### src/rtl/chmr_pkg.sv
package chmr_pkg;

    localparam int DATA_W = 32;
    localparam int OFF_W  = 12;

    // channel window word offsets
    localparam logic [OFF_W-1:0] OFS_BASE_LO = 12'h710;
    localparam logic [OFF_W-1:0] OFS_BASE_HI = 12'h714;
    localparam logic [OFF_W-1:0] OFS_SLOT    = 12'h718;
    localparam logic [OFF_W-1:0] OFS_THR_HU  = 12'h800;
    localparam logic [OFF_W-1:0] OFS_THR_HD  = 12'h804;
    localparam logic [OFF_W-1:0] OFS_THR_DU  = 12'h808;
    localparam logic [OFF_W-1:0] OFS_THR_DD  = 12'h80C;
    localparam logic [OFF_W-1:0] OFS_CTL     = 12'h900;
    localparam logic [OFF_W-1:0] OFS_CMD     = 12'hA00;

    // global word offsets (window 0)
    localparam logic [OFF_W-1:0] OFS_CHIP    = 12'h000;
    localparam logic [OFF_W-1:0] OFS_HOST    = 12'h004;
    localparam logic [OFF_W-1:0] OFS_IRQ     = 12'h0E4;
    localparam logic [OFF_W-1:0] OFS_PHY     = 12'h390;

    localparam logic [DATA_W-1:0] RUN_CMD = 32'h0000_0107;

    typedef struct packed {
        logic [63:0] base;
        logic [7:0]  slot_exp;
        logic [15:0] thr_hu;
        logic [15:0] thr_hd;
        logic [15:0] thr_du;
        logic [15:0] thr_dd;
    } chan_cfg_t;

    function automatic logic [31:0] merge32(input logic [31:0] old_v,
                                            input logic [31:0] new_v,
                                            input logic [3:0]  strb);
        logic [31:0] r;
        for (int b = 0; b < 4; b++)
            r[b*8 +: 8] = strb[b] ? new_v[b*8 +: 8] : old_v[b*8 +: 8];
        return r;
    endfunction

    function automatic logic [15:0] merge16(input logic [15:0] old_v,
                                            input logic [15:0] new_v,
                                            input logic [1:0]  strb);
        logic [15:0] r;
        r[7:0]  = strb[0] ? new_v[7:0]  : old_v[7:0];
        r[15:8] = strb[1] ? new_v[15:8] : old_v[15:8];
        return r;
    endfunction

endpackage

### src/rtl/chmr_chan.sv
module chmr_chan
    import chmr_pkg::*;
(
    input  logic              clk,
    input  logic              rst_n,
    input  logic              chip_rst,
    input  logic              wr_hit,
    input  logic [OFF_W-1:0]  off,
    input  logic [31:0]       wdata,
    input  logic [3:0]        wstrb,
    input  logic              done_hit,
    output logic [31:0]       rd_val,
    output chan_cfg_t         cfg,
    output logic              pkt_mode,
    output logic              run_pulse,
    output logic              err_clr,
    output logic              link_rst,
    output logic              chan_rst
);

    typedef struct packed {
        chan_cfg_t cfg;
        logic      pkt;
        logic      run;
        logic      clr;
        logic      lrst;
        logic      crst;
    } chan_st_t;

    chan_st_t st_d, st_q;

    always_comb begin
        st_d      = st_q;
        st_d.run  = 1'b0;
        st_d.clr  = 1'b0;
        st_d.lrst = 1'b0;
        st_d.crst = 1'b0;

        // completion first, so a same-cycle run write overrides it
        if (done_hit)
            st_d.pkt = 1'b0;

        if (wr_hit) begin
            case (off)
                OFS_BASE_LO: st_d.cfg.base[31:0]  = merge32(st_q.cfg.base[31:0], wdata, wstrb);
                OFS_BASE_HI: st_d.cfg.base[63:32] = merge32(st_q.cfg.base[63:32], wdata, wstrb);
                OFS_SLOT: begin
                    if (wstrb[0])
                        st_d.cfg.slot_exp = wdata[7:0];
                end
                OFS_THR_HU: st_d.cfg.thr_hu = merge16(st_q.cfg.thr_hu, wdata[15:0], wstrb[1:0]);
                OFS_THR_HD: st_d.cfg.thr_hd = merge16(st_q.cfg.thr_hd, wdata[15:0], wstrb[1:0]);
                OFS_THR_DU: st_d.cfg.thr_du = merge16(st_q.cfg.thr_du, wdata[15:0], wstrb[1:0]);
                OFS_THR_DD: st_d.cfg.thr_dd = merge16(st_q.cfg.thr_dd, wdata[15:0], wstrb[1:0]);
                OFS_CTL: begin
                    if (wstrb[0]) begin
                        if (wdata[1])
                            st_d.pkt = 1'b0;
                        st_d.clr = wdata[2];
                    end
                    if (wstrb[1]) begin
                        st_d.lrst = wdata[9];
                        st_d.crst = wdata[12];
                        if (wdata[12])
                            st_d.pkt = 1'b0;
                    end
                end
                OFS_CMD: begin
                    if (wstrb == 4'hF && wdata == RUN_CMD) begin
                        st_d.pkt = 1'b1;
                        st_d.run = 1'b1;
                    end
                end
                default: ;
            endcase
        end

        if (chip_rst)
            st_d = '0;
    end

    always_ff @(posedge clk or negedge rst_n) begin
        if (!rst_n)
            st_q <= '0;
        else
            st_q <= st_d;
    end

    always_comb begin
        rd_val = '0;
        case (off)
            OFS_BASE_LO: rd_val = st_q.cfg.base[31:0];
            OFS_BASE_HI: rd_val = st_q.cfg.base[63:32];
            OFS_SLOT:    rd_val = {24'b0, st_q.cfg.slot_exp};
            OFS_THR_HU:  rd_val = {16'b0, st_q.cfg.thr_hu};
            OFS_THR_HD:  rd_val = {16'b0, st_q.cfg.thr_hd};
            OFS_THR_DU:  rd_val = {16'b0, st_q.cfg.thr_du};
            OFS_THR_DD:  rd_val = {16'b0, st_q.cfg.thr_dd};
            OFS_CTL:     rd_val = {30'b0, ~st_q.pkt, 1'b0};
            default:     rd_val = '0;
        endcase
    end

    assign cfg       = st_q.cfg;
    assign pkt_mode  = st_q.pkt;
    assign run_pulse = st_q.run;
    assign err_clr   = st_q.clr;
    assign link_rst  = st_q.lrst;
    assign chan_rst  = st_q.crst;

endmodule

### src/rtl/chmr_glob.sv
module chmr_glob
    import chmr_pkg::*;
#(
    parameter int NCH = 4
) (
    input  logic              clk,
    input  logic              rst_n,
    input  logic              wr_hit,
    input  logic [OFF_W-1:0]  off,
    input  logic [7:0]        wbyte0,
    input  logic [7:0]        wbyte3,
    input  logic              strb0,
    input  logic              strb3,
    input  logic              bus64,
    output logic [31:0]       rd_val,
    output logic              chip_hit,
    output logic              chip_rst_pulse,
    output logic              irq_en,
    output logic [NCH-1:0]    phy_det_en
);

    typedef struct packed {
        logic [7:0] irq;
        logic [7:0] phy;
        logic       rst;
    } glob_st_t;

    glob_st_t st_d, st_q;

    always_comb begin
        chip_hit = wr_hit && (off == OFS_CHIP) && strb3 && wbyte3[0];
    end

    always_comb begin
        st_d     = st_q;
        st_d.rst = 1'b0;
        if (wr_hit) begin
            if (off == OFS_IRQ && strb0)
                st_d.irq = wbyte0;
            if (off == OFS_PHY && strb3)
                st_d.phy = wbyte3;
        end
        if (chip_hit) begin
            st_d.irq = '0;
            st_d.phy = '0;
            st_d.rst = 1'b1;
        end
    end

    always_ff @(posedge clk or negedge rst_n) begin
        if (!rst_n)
            st_q <= '0;
        else
            st_q <= st_d;
    end

    always_comb begin
        rd_val = '0;
        case (off)
            OFS_HOST: rd_val = {30'b0, bus64, 1'b0};
            OFS_IRQ:  rd_val = {24'b0, st_q.irq};
            OFS_PHY:  rd_val = {st_q.phy, 24'b0};
            default:  rd_val = '0;
        endcase
    end

    assign chip_rst_pulse = st_q.rst;
    assign irq_en         = st_q.irq[0];
    assign phy_det_en     = st_q.phy[4 +: NCH];

endmodule

### src/rtl/chmr_top.sv
module chmr_top
    import chmr_pkg::*;
#(
    parameter  int NCH    = 4,
    parameter  int WIN_W  = 14,
    localparam int CH_W   = $clog2(NCH),
    localparam int ADDR_W = CH_W + WIN_W
) (
    input  logic                 clk,
    input  logic                 rst_n,
    input  logic                 wr_en,
    input  logic                 rd_en,
    input  logic [ADDR_W-1:0]    addr,
    input  logic [31:0]          wdata,
    input  logic [3:0]           wstrb,
    input  logic                 bus64,
    input  logic                 done_valid,
    input  logic [CH_W-1:0]      done_chan,
    output logic [31:0]          rdata,
    output logic                 rvalid,
    output logic [NCH-1:0]       pkt_mode,
    output logic [NCH-1:0]       run_pulse,
    output logic [NCH-1:0]       err_clr_pulse,
    output logic [NCH-1:0]       link_rst_pulse,
    output logic [NCH-1:0]       chan_rst_pulse,
    output logic [NCH*64-1:0]    pkt_base,
    output logic [NCH*8-1:0]     slot_exp,
    output logic [NCH*16-1:0]    thr_host_up,
    output logic [NCH*16-1:0]    thr_host_dn,
    output logic [NCH*16-1:0]    thr_dev_up,
    output logic [NCH*16-1:0]    thr_dev_dn,
    output logic                 chip_rst_pulse,
    output logic                 irq_en,
    output logic [NCH-1:0]       phy_det_en
);

    typedef struct packed {
        logic [31:0] rdata;
        logic        rvalid;
    } rd_st_t;

    rd_st_t rs_d, rs_q;

    logic [CH_W-1:0]  ch;
    logic [OFF_W-1:0] off;
    logic             in_map;
    logic             glob_hit;
    logic             chip_hit;
    logic [31:0]      glob_rd;
    logic [31:0]      chan_rd [NCH];
    logic [31:0]      rd_mux;
    chan_cfg_t        cfg [NCH];

    always_comb begin
        ch     = addr[ADDR_W-1:WIN_W];
        off    = addr[OFF_W-1:0];
        in_map = (addr[1:0] == 2'b00) && (addr[WIN_W-1:OFF_W] == '0);
        glob_hit = wr_en && in_map && (ch == '0);
    end

    chmr_glob #(.NCH(NCH)) i_glob (
        .clk            (clk),
        .rst_n          (rst_n),
        .wr_hit         (glob_hit),
        .off            (off),
        .wbyte0         (wdata[7:0]),
        .wbyte3         (wdata[31:24]),
        .strb0          (wstrb[0]),
        .strb3          (wstrb[3]),
        .bus64          (bus64),
        .rd_val         (glob_rd),
        .chip_hit       (chip_hit),
        .chip_rst_pulse (chip_rst_pulse),
        .irq_en         (irq_en),
        .phy_det_en     (phy_det_en)
    );

    for (genvar gi = 0; gi < NCH; gi++) begin : g_chan
        logic wr_hit_c;
        logic done_hit_c;

        assign wr_hit_c   = wr_en && in_map && (ch == CH_W'(gi));
        assign done_hit_c = done_valid && (done_chan == CH_W'(gi));

        chmr_chan i_chan (
            .clk       (clk),
            .rst_n     (rst_n),
            .chip_rst  (chip_hit),
            .wr_hit    (wr_hit_c),
            .off       (off),
            .wdata     (wdata),
            .wstrb     (wstrb),
            .done_hit  (done_hit_c),
            .rd_val    (chan_rd[gi]),
            .cfg       (cfg[gi]),
            .pkt_mode  (pkt_mode[gi]),
            .run_pulse (run_pulse[gi]),
            .err_clr   (err_clr_pulse[gi]),
            .link_rst  (link_rst_pulse[gi]),
            .chan_rst  (chan_rst_pulse[gi])
        );

        assign pkt_base[gi*64 +: 64]    = cfg[gi].base;
        assign slot_exp[gi*8 +: 8]      = cfg[gi].slot_exp;
        assign thr_host_up[gi*16 +: 16] = cfg[gi].thr_hu;
        assign thr_host_dn[gi*16 +: 16] = cfg[gi].thr_hd;
        assign thr_dev_up[gi*16 +: 16]  = cfg[gi].thr_du;
        assign thr_dev_dn[gi*16 +: 16]  = cfg[gi].thr_dd;
    end

    always_comb begin
        rd_mux = '0;
        if (in_map) begin
            for (int i = 0; i < NCH; i++)
                if (ch == CH_W'(i))
                    rd_mux = chan_rd[i];
            if (ch == '0)
                rd_mux = rd_mux | glob_rd;
        end
    end

    always_comb begin
        rs_d        = rs_q;
        rs_d.rvalid = rd_en;
        if (rd_en)
            rs_d.rdata = rd_mux;
    end

    always_ff @(posedge clk or negedge rst_n) begin
        if (!rst_n)
            rs_q <= '0;
        else
            rs_q <= rs_d;
    end

    assign rdata  = rs_q.rdata;
    assign rvalid = rs_q.rvalid;

endmodule

### config.mk
export PLATFORM = sky130hd
export DESIGN_NAME = chmr_top
export DESIGN_NICKNAME = d
export VERILOG_FILES = /design/src/rtl/chmr_pkg.sv /design/src/rtl/chmr_chan.sv /design/src/rtl/chmr_glob.sv /design/src/rtl/chmr_top.sv
export SDC_FILE = /design/constraint.sdc
export NUM_CORES = 1
export LEC_CHECK = 0
export BUFFER_PORTS_ARGS = -buffer_cell sky130_fd_sc_hd__buf_4
export CAP_MARGIN = 20
export CELL_PAD_IN_SITES_DETAIL_PLACEMENT = 1
export CELL_PAD_IN_SITES_GLOBAL_PLACEMENT = 1
export CORE_ASPECT_RATIO = 1.75
export CORE_MARGIN = 2
export CORE_UTILIZATION = 39
export CTS_CLUSTER_DIAMETER = 40
export DETAILED_ROUTE_END_ITERATION = 8
export PLACE_DENSITY_LB_ADDON = 0.1
export SYNTH_ARGS = -nofsm -noshare
export SYNTH_HDL_FRONTEND = slang
export SYNTH_HIERARCHICAL = 1
export SYNTH_SLANG_ARGS = --single-unit
### constraint.sdc
create_clock -name clk -period 2.15 [get_ports clk]
set_input_delay 0.43 -clock clk [delete_from_list [all_inputs] [get_ports clk]]
set_output_delay 0.43 -clock clk [all_outputs]
set_load 0.005 [all_outputs]
# --- After elaboration in Yosys (flattened, before gate mapping) ---
# Cells that the tools add are included.
word_totals:
  mem_count: 0
  rom_bits: 0
  output_inout_bits: 603
  latch_bits: 0
  reg_bits: 614
  ram_bits: 0
  wordCells: 296
classes:
  n_shift: 0
  reduce_logical: 108
  n_eq_ne: 20
  magnitude_cmp: 0
  add_sub_neg: 0
  n_bitwise: 5
  multipliers: 0
  muxes: 70
  n_div: 0
op_table:
  columns: ["op", "count"]
  rows:
  - ["141-bit two-way mux", 8]
  - ["32-bit case mux with 8 select lines", 4]
  - ["32-bit two-way mux", 9]
  - ["3-bit AND reduction", 68]
  - ["32-bit case mux with 3 select lines", 1]
  - ["16-bit two-way mux", 5]
  - ["12-bit equality test, second input constant", 6]
  - ["8-bit two-way mux", 7]
  - ["12-bit by 11-bit equality test with 1-bit output, second input constant", 3]
  - ["2-bit nonzero test", 17]
  - ["32-bit by 9-bit equality test with 1-bit output, second input constant", 1]
  - ["32-bit OR", 1]
  - ["1-bit two-way mux", 25]
  - ["17-bit two-way mux", 1]
  - ["1-bit logical AND", 16]
  - ["12-bit by 10-bit equality test with 1-bit output, second input constant", 1]
  - ["12-bit by 3-bit equality test with 1-bit output, second input constant", 1]
  - ["12-bit by 8-bit equality test with 1-bit output, second input constant", 1]
  - ["12-bit zero test", 1]
  - ["2-bit two-way mux", 5]
  - ["2-bit equality test, second input constant", 4]
  - ["2-bit zero test", 4]
  - ["1-bit case mux with 2 select lines", 4]
  - ["2-bit by 1-bit equality test with 1-bit output, second input constant", 2]
  - ["4 further kinds", 8]

# --- Depth between registers and ports, before layout ---
# Gate-level depths: netlist of the first run.
depth:
  ltp_word: 10
  ltp_mapped: 11
  depth_no_buf: 9

# --- Modules after synthesis ---
# The synthesis of the first run kept the hierarchy.
modules_own_cells:
  columns: ["mod", "cells_each", "instances", "seq_area_each_um2", "area_per_inst_um2"]
  rows:
  - ["chmr_chan", 646, 4, 3528.4, 7144.4]
  - ["chmr_top", 157, 1, 825.8, 2235.9]
  - ["chmr_glob", 103, 1, 425.4, 1112.3]

# --- Worst setup path before layout of the first run ---
# No wires, ideal clock.
synth_timing:
  path_kind: "in2reg"
  start: "input addr[0]"
  end: "register g_chan[0].i_chan.st_q, in the netlist g_chan[0].i_chan/cfg[100]"
  cell_stages: 10
  arrival_ps: 3904
  path_slack_ps: -1890
  path_cell_list: "nor3_1 -> nand3b_1 -> nor3_1 -> nand3_1 -> nor4_4 -> clkbuf_1 -> clkbuf_1 -> clkbuf_1 -> clkbuf_1 -> a21oi_1"
synth_via:
  elab_chain_len: 9
  elab_cells_between_ends: 14
  cone_classes: "eq/ne (1); mux (1); reduce/logical (12)"
synth_rtl:
  columns: ["item", "line", "text"]
  rows:
  - ["start, declared", "chmr_top.sv:13", "input logic [ADDR_W-1:0] addr,"]
  - ["2-bit zero test *", "chmr_top.sv:57", "in_map = (addr[1:0] == 2'b00) && (addr[WIN_W-1:OFF_W] == '0);"]
  - ["1-bit logical AND *", "chmr_top.sv:57", null]
  - ["1-bit logical AND * (2 in series)", "chmr_top.sv:82", "assign wr_hit_c = wr_en && in_map && (ch == CH_W'(gi));"]
  - ["net g_chan[0].wr_hit_c", "chmr_top.sv:79", "logic wr_hit_c;"]
  - ["1-bit logical AND * (3 in series)", "chmr_glob.sv:31", "chip_hit = wr_hit && (off == OFS_CHIP) && strb3 && wbyte3[0];"]
  - ["net chip_hit", "chmr_top.sv:48", "logic chip_hit;"]
  - ["2-bit nonzero test (no line)", null, null]
  - ["3-bit AND reduction (no line)", null, null]
  - ["end signal, assigned", "chmr_chan.sv:86", "st_q <= st_d;"]
  - ["end, declared", "chmr_chan.sv:30", "chan_st_t st_d, st_q;"]
# Mark *: on every way through the listed nets, which the timed path passes. The rest lies on a longest branch.
# A chain may end at the register's enable or synchronous reset.

==> flow_summary.json, run 1 <==
{
  "fmax_mhz": 407.0,
  "path_common_cell": "mux4_2",
  "clockBufferDepth": 3,
  "vdd_drop_max_uv": 686.5,
  "htree_num_levels": 3,
  "r2r-start": "g_chan[0].i_chan/cfg[0]",
  "portBuffers": 662,
  "synth_area_per_cell_um2": 11.23,
  "nets": 4061,
  "dieArea_mm2": 0.08425,
  "grt_max_degree": 97,
  "cp_max_fo": 2,
  "worst_pin_slew_ns": 0.7389,
  "p_leak_uw": 0.02224,
  "dpl_cell_area_mm2": 0.04249,
  "power_uw": 28060,
  "rr_worst_depth": 6,
  "core_mm2": 0.08098,
  "drtAntennaViolNets": 0,
  "die_w_um": 220.3,
  "drt_iter0_drc": 2912,
  "drive_gt1_share_pct": 50.36,
  "dp.final_hpwl_mm": 130.6,
  "synth_edf_count": 0,
  "slew_violations": 0,
  "syn_inst": 2844,
  "maxCapViolCount": 0,
  "cts.sinks": 614,
  "rsz0062_at_grt": "yes",
  "netlist-cell-type-count": 64,
  "ios": 663,
  "cts_buffers": 83,
  "status": "finished with violations",
  "endpoint_kind": "flip-flop",
  "final_util_pct": 57.54,
  "syn_to_final_growth_pct": 45.94,
  "finalWirelength_mm": 175.4,
  "wl_per_cell_um": 34.23,
  "skew_ns": 0.02823,
  "grt_pass1_wl_mm": 248.2,
  "drt_first_pass_iters": 6,
  "antenna_found_initial": 14,
  "seqCellArea_mm2": 0.01536,
  "required_ns": 2.71,
  "startpoint_type": "flip-flop",
  "root_buffer": "clkbuf_16",
  "place_congestion": 0.9746,
  "synthesis.area_mm2": 0.03193,
  "power_density_mw_per_mm2": 602.1,
  "fin_ws_ns": -0.3071,
  "slew_headroom_pct": 50.52,
  "track_usage_pct": 41.00,
  "overflow": 0,
  "clk_pin_slew_ns": 0.06,
  "dp.cells": 4903,
  "hold_class": "input port to flip-flop",
  "report.final.hold_viol_count": 0,
  "multi_input_area_mm2": 0.01598,
  "ys.flop_type": "dfrtp_1",
  "timing.hold.ws_ns": 0.1050,
  "r2r-end": "rdata[0]",
  "route.detailed.drc": 0,
  "holdPathStages": 3,
  "grt_pass1_vias": 33810,
  "violations": "negative setup slack",
  "start_util_pct": 39.42,
  "setup_violations": 10,
  "cts_tree": "done",
  "yosysSeqAreaShare_pct": 48.13,
  "period_share_pct": 114.3,
  "hp-start": "wdata[27]",
  "yosysWarningCount": 6,
  "vias_per_cell": 6.202,
  "path_cells": "mux4_2, nand2b_1, o211ai_1, or2_4, mux4_2, a22o_1",
  "critPathSlowestCell": "mux4_2",
  "arrival_ns": 3.02,
  "path_class": "flip-flop to flip-flop",
  "slowest_delay_ns": 0.50,
  "design_area_mm2": 0.04659,
  "hold_end": "g_chan[2].i_chan/cfg[99]",
  "final_cells": 5125,
  "nFillCells": 8507,
  "die_y_um": 382.5,
  "ys_seq_elements": 614,
  "min_period_ns": 2.457,
  "insertion_delay_ns": 0.70,
  "vias": 31790,
  "row_count": 138,
  "async_flop_share_pct": 100.0,
  "r2r_setup_slack_ns": -0.31
}
[report_power, final]
| part | leakage (µW) | total [µW] | switching (µW) | internal, µW |
|---|---|---|---|---|
| Clock | 0.00138 | 14600 | 6210 | 8380 |
| Sequential | 0.00854 | 11600 | 4.03 | 11600 |
| Combinational | 0.0123 | 1900 | 1310 | 591 |
| Total | 0.0222 | 28100 | 7520 | 20500 |
[through the flow]
stage / setup TNS (ns) / setup WS [ns]
floorplan: -520.89 / -0.9406
global placement: -359.06 / -0.9801
detailed placement: -382.30 / -0.9957
CTS: -0.7331 / -0.2946
global route: -1.355 / -0.3268
finish: -0.7993 / -0.3071
[layer usage]
layer	global-route usage, %	vias up	share of wire (%)
met5	0	-	0.076
met1	46.79	16550	36
li1	-	13040	-
met2	65.49	1678	47
met4	30.09	16	8.4
met3	11.03	498	8.6
[sequential cells by signal, indices dropped and copies added (netlist names)]
| name | cells |
|---|---|
| rdata | 32 |
| g_chan.i_chan/err_clr | 4 |
| g_chan.i_chan/chan_rst | 4 |
| g_chan.i_chan/run_pulse | 4 |
| i_glob/phy_det_en | 4 |
| rvalid | 1 |
| g_chan.i_chan/link_rst | 4 |
| i_glob/irq_en | 1 |
| i_glob/st_q | 11 |
| g_chan.i_chan/cfg | 544 |
| i_glob/chip_rst_pulse | 1 |
| g_chan.i_chan/pkt_mode | 4 |
[worst max-delay path by stage]
| stage | startpoint | endpoint | slack, ns | cells after the start |
|---|---|---|---|---|
| 4_1_cts | g_chan[0].i_chan/cfg[0] | rdata[0] | -0.29 | 6 |
| 3_3_place_gp | addr[7] | rdata[9] | -0.98 | 10 |
| 2_1_floorplan | addr[0] | g_chan[1].i_chan/cfg[53] | -0.94 | 10 |
| 5_1_grt | g_chan[0].i_chan/cfg[16] | rdata[0] | -0.33 | 6 |
| 6_report | g_chan[0].i_chan/cfg[0] | rdata[0] | -0.31 | 6 |
| 3_5_place_dp | addr[8] | rdata[9] | -1.0 | 8 |
[timing repair]
item,4_1_cts,5_1_grt
hold buffers,2,0
resized for setup,52,146
pin swaps,21,23
buffers inserted,21,39
gates cloned,1,3
endpoints found under the hold margin,85,0
endpoints found under the setup margin,143,459
[final cells by class]
class / instances / area share, %
antenna: 6 / 0.03223
clock buffer: 97 / 4.767
clock inverter: 56 / 1.431
inverter: 63 / 0.5075
multi-input combinational: 1943 / 34.29
sequential: 614 / 32.98
tap: 1050 / 2.820
timing repair buffer: 1296 / 23.18
[critical path: cells and delay by family (launching register included)]
family | cells | cell delay, ns
mux | 2 | 0.96
compound gates | 2 | 0.51
simple gates | 2 | 0.48
flops | 1 | 0.38
[Yosys cell counts, types with 5 or more instances]
library cell	instances	share of area [%]
a21oi_1	288	4.5
a221o_1	7	0.22
a22o_1	107	2.9
a22oi_1	36	0.85
a31oi_4	5	0.33
a41oi_2	8	0.41
and2_1	87	1.7
and3_1	7	0.14
and3b_1	5	0.14
and4_1	22	0.60
buf_2	58	0.91
buf_4	20	0.47
buf_6	6	0.21
clkbuf_1	149	1.8
dfrtp_1	614	48
inv_1	62	0.73
mux2_2	284	10
mux2i_1	30	0.94
mux4_2	92	6.5
nand2_1	42	0.49
nand2b_1	16	0.31
nand3_1	261	4.1
nand4_1	33	0.65
nand4b_1	8	0.22
nor2_1	33	0.39
nor2b_1	51	1.0
nor3_1	10	0.16
nor3b_1	9	0.21
nor4_1	21	0.41
nor4_2	12	0.47
nor4_4	6	0.40
nor4b_1	8	0.22
nor4b_2	8	0.38
nor4bb_1	5	0.16
o211ai_1	12	0.28
o21ai_0	256	4.0
o221ai_1	12	0.33
o22ai_1	40	0.78
or2_1	5	0.098
or2_2	31	0.61
or4_1	13	0.31
or4_4	6	0.21
[cells in the final DEF (no fill, tap or decap), types with 42 or more instances in the layout]
master	instances
clkbuf_16	86
nand2_1	42
dfrtp_1	614
nor2b_1	47
mux4_2	96
nand3_1	260
inv_1	54
o21ai_0	230
mux2_2	278
a21oi_1	270
buf_12	67
buf_4	1192
a22o_1	104
and2_4	49
[cells by family (layout without fill, tap and decap cells)]
kind of cell | count (synthesis) | after routing | share of synthesized area (%)
flip-flops | 614 | 614 | 48.13
multiplexers | 414 | 414 | 17.97
AO/OA/AOI/OAI | 784 | 784 | 15.28
AND/OR/NAND/NOR | 728 | 729 | 14.32
buffers and inverters | 303 | 1512 | 4.303
other | 1 | 22 | 0.01175
Power figures use the tool's default switching activity.
==> run 2, diff against run 1 <==
Settings changed: ABC_AREA set to 1, CORE_UTILIZATION 39 to 37.
==> run 2 against run 1 <==
The flow now finishes without violations. Cell count rose by 39%. Die area is 16% higher. Non-clock buffer count down 103. First-iteration DRC count decreased by 2.6%. Critical endpoint is now g_chan[2].i_chan/cfg[1].
==> flow_summary.json, run 2 <==
{
  "vias_per_cell": 5.491,
  "drt_first_pass_iters": 5,
  "cts.sinks": 614,
  "row_count": 149,
  "synth_top_cells_by_count": "nand2_1 (2014), dfrtp_1 (614), nand3_1 (435), nor2_1 (389), nand4_1 (365)",
  "route.detailed.drc": 0,
  "synthesis.area_mm2": 0.03513,
  "yosys.area.top_type": "dfrtp_1",
  "p_leak_uw": 0.02764,
  "slew_violations": 0,
  "cp_max_fo": 14,
  "slowest_delay_ns": 0.27,
  "worst_pin_slew_ns": 0.8883,
  "dieArea_mm2": 0.09751,
  "maxCapViolCount": 0,
  "cts_tree": "done",
  "vias": 39030,
  "power_density_mw_per_mm2": 586.4,
  "min_period_ns": 2.081,
  "yosysMostFrequentCell": "nand2_1",
  "syn_to_final_growth_pct": 38.85,
  "core_mm2": 0.09415,
  "layout_common_cells": "nand2_1 (1985), buf_4 (1095), dfrtp_1 (614)",
  "antenna_found_initial": 8,
  "yosysWarningCount": 6,
  "finalWirelength_mm": 185.3,
  "drtAntennaViolNets": 0,
  "post-synth-top-area-fraction_pct": 43.74,
  "final_common_cell": "nand2_1",
  "async_flop_share_pct": 100.0,
  "grt_max_degree": 77,
  "setup_violations": 0,
  "arrival_ns": 2.65,
  "hold_class": "input port to flip-flop",
  "endpoint_kind": "flip-flop",
  "path_class": "input port to flip-flop",
  "critPathSlowestCell": "nor4_4",
  "htree_num_levels": 3,
  "clk_pin_slew_ns": 0.06,
  "required_ns": 2.72,
  "overflow": 0,
  "dp.cells": 6932,
  "netlist-cell-type-count": 34,
  "slew_headroom_pct": 40.71,
  "skew_ns": 0.02222,
  "root_buffer": "clkbuf_16",
  "clockBufferDepth": 3,
  "fmax_mhz": 480.5,
  "track_usage_pct": 37.58,
  "portBuffers": 662,
  "path_cells": "buf_4, nor2_2, nand2_2, nor4_4, buf_4, nand2_1, nor2_2, nand3_4, inv_8, buf_12, inv_12, nand2_8, buf_4, nand3_4, nand2_1, nand2_1",
  "die_y_um": 411.6,
  "rsz0062_at_grt": "yes",
  "cts_buffers": 91,
  "ios": 663,
  "ys_seq_elements": 614,
  "startpoint_type": "input port",
  "syn_inst": 4781,
  "synth_edf_count": 0,
  "insertion_delay_ns": 0.69,
  "status": "complete, no violations",
  "start_util_pct": 37.31,
  "nets": 5883,
  "period_share_pct": 96.80,
  "final_util_pct": 51.81,
  "yosys-top-cells-area": "dfrtp_1 (44%), nand2_1 (22%), nand4_1 (6.5%)",
  "die_w_um": 236.9,
  "tns_ns": 0,
  "synth_area_per_cell_um2": 7.347,
  "wl_per_cell_um": 26.08,
  "grt_pass1_wl_mm": 270.1,
  "largest_register_ffs": 544,
  "drive_gt1_share_pct": 28.17,
  "vdd_drop_max_uv": 680.7,
  "drt_iter0_drc": 2835,
  "dp.final_hpwl_mm": 144.9,
  "ys.flop_type": "dfrtp_1",
  "final_cells": 7108,
  "report.final.hold_viol_count": 0,
  "grt_pass1_vias": 40220,
  "place_congestion": 0.9714,
  "yosysSeqAreaShare_pct": 43.74
}
run 2: changes by cell type in the layout (fill, tap and decap cells not counted), sizes merged, moves of 40 or more:
cell	before	now
a21oi	288	8
a22o	107	64
and2	87	0
buf	1291	1191
inv	83	351
mux2	288	0
mux4	96	0
nand2	42	2086
nand3	261	501
nand4	33	366
nor2	34	447
nor2b	52	0
o21ai	256	37
o22ai	40	0
run 2: cells by family after synthesis:
group	Yosys count	synth area share, %
AOI/OAI and AO/OA	142	3.241
buffers and inverters	588	8.079
and+or+nand+nor	3436	44.93
other	1	0.01068
DFF	614	43.74
run 2: power by group:
group          total (µW)  leakage [µW]  internal [µW]  switching [µW]
clock               15200       0.00147           8820            6400
combinational        1810        0.0176            506            1300
sequential          11600       0.00858          11600            1.85
run 2: metal layers:
| metal | routed length, µm | track usage (%) |
|---|---|---|
| met1 | 70130 | 43.62 |
| met2 | 89260 | 63.67 |
| met3 | 12940 | 7.310 |
| met4 | 12940 | 23.60 |
| met5 | 72 | 0 |
run 2: path summary, 6_finish.rpt:
kind	start	end	slack, ns	depth (start not counted)
worst max-delay path	addr[1]	g_chan[2].i_chan/cfg[1]	0.07	16
worst min-delay path	wdata[27]	i_glob/st_q[4]	0.13	3
max in group asynchronous	rst_n	rdata[13]	1.12	3
worst max register to register	g_chan[3].i_chan/cfg[13]	rdata[13]	0.26	8
min in group asynchronous	rst_n	g_chan[3].i_chan/cfg[112]	0.23	2
worst min register to register	rdata[18]	rdata[18]	0.48	2
run 2: cell type report:
| type | instances | area [µm²] |
|---|---|---|
| repair buffers | 1193 | 10100 |
| diodes | 3 | 7.507 |
| fillers | 11750 | 45370 |
| well taps | 1208 | 1511 |
| clock buffers | 105 | 2400 |
| multi-input cells | 3594 | 17440 |
| flip-flops and latches | 614 | 15360 |
| clock inverters | 62 | 651.9 |
| inverters | 329 | 1294 |
run 2: timing repair:
action                                  4_1_cts  5_1_grt
setup buffers                                 0        4
pin swaps                                     0        3
resized for setup                             1       27
endpoints found under the hold margin        73        0
endpoints found under the setup margin        1      121
hold buffers                                  2        0
run 2: metrics by stage:
step / setup slack (ns) / area, µm² / total power (µW) / hold WS (ns)
floorplan: -0.1967 / 36080 / 12380 / 0.1344
global placement: -0.6621 / 45510 / 13520 / 0.3459
detailed placement: -0.6483 / 45510 / 13540 / 0.3477
global route: -0.03415 / 48770 / 29310 / 0.1250
CTS: 0.07768 / 48580 / 28730 / 0.08774
finish: 0.06878 / 48770 / 28600 / 0.1314
run 2: critical path, delay by kind of cell:
family,cells,cell delay [ns]
buffers and inverters,6,0.84
AND/OR/NAND/NOR,10,1.33
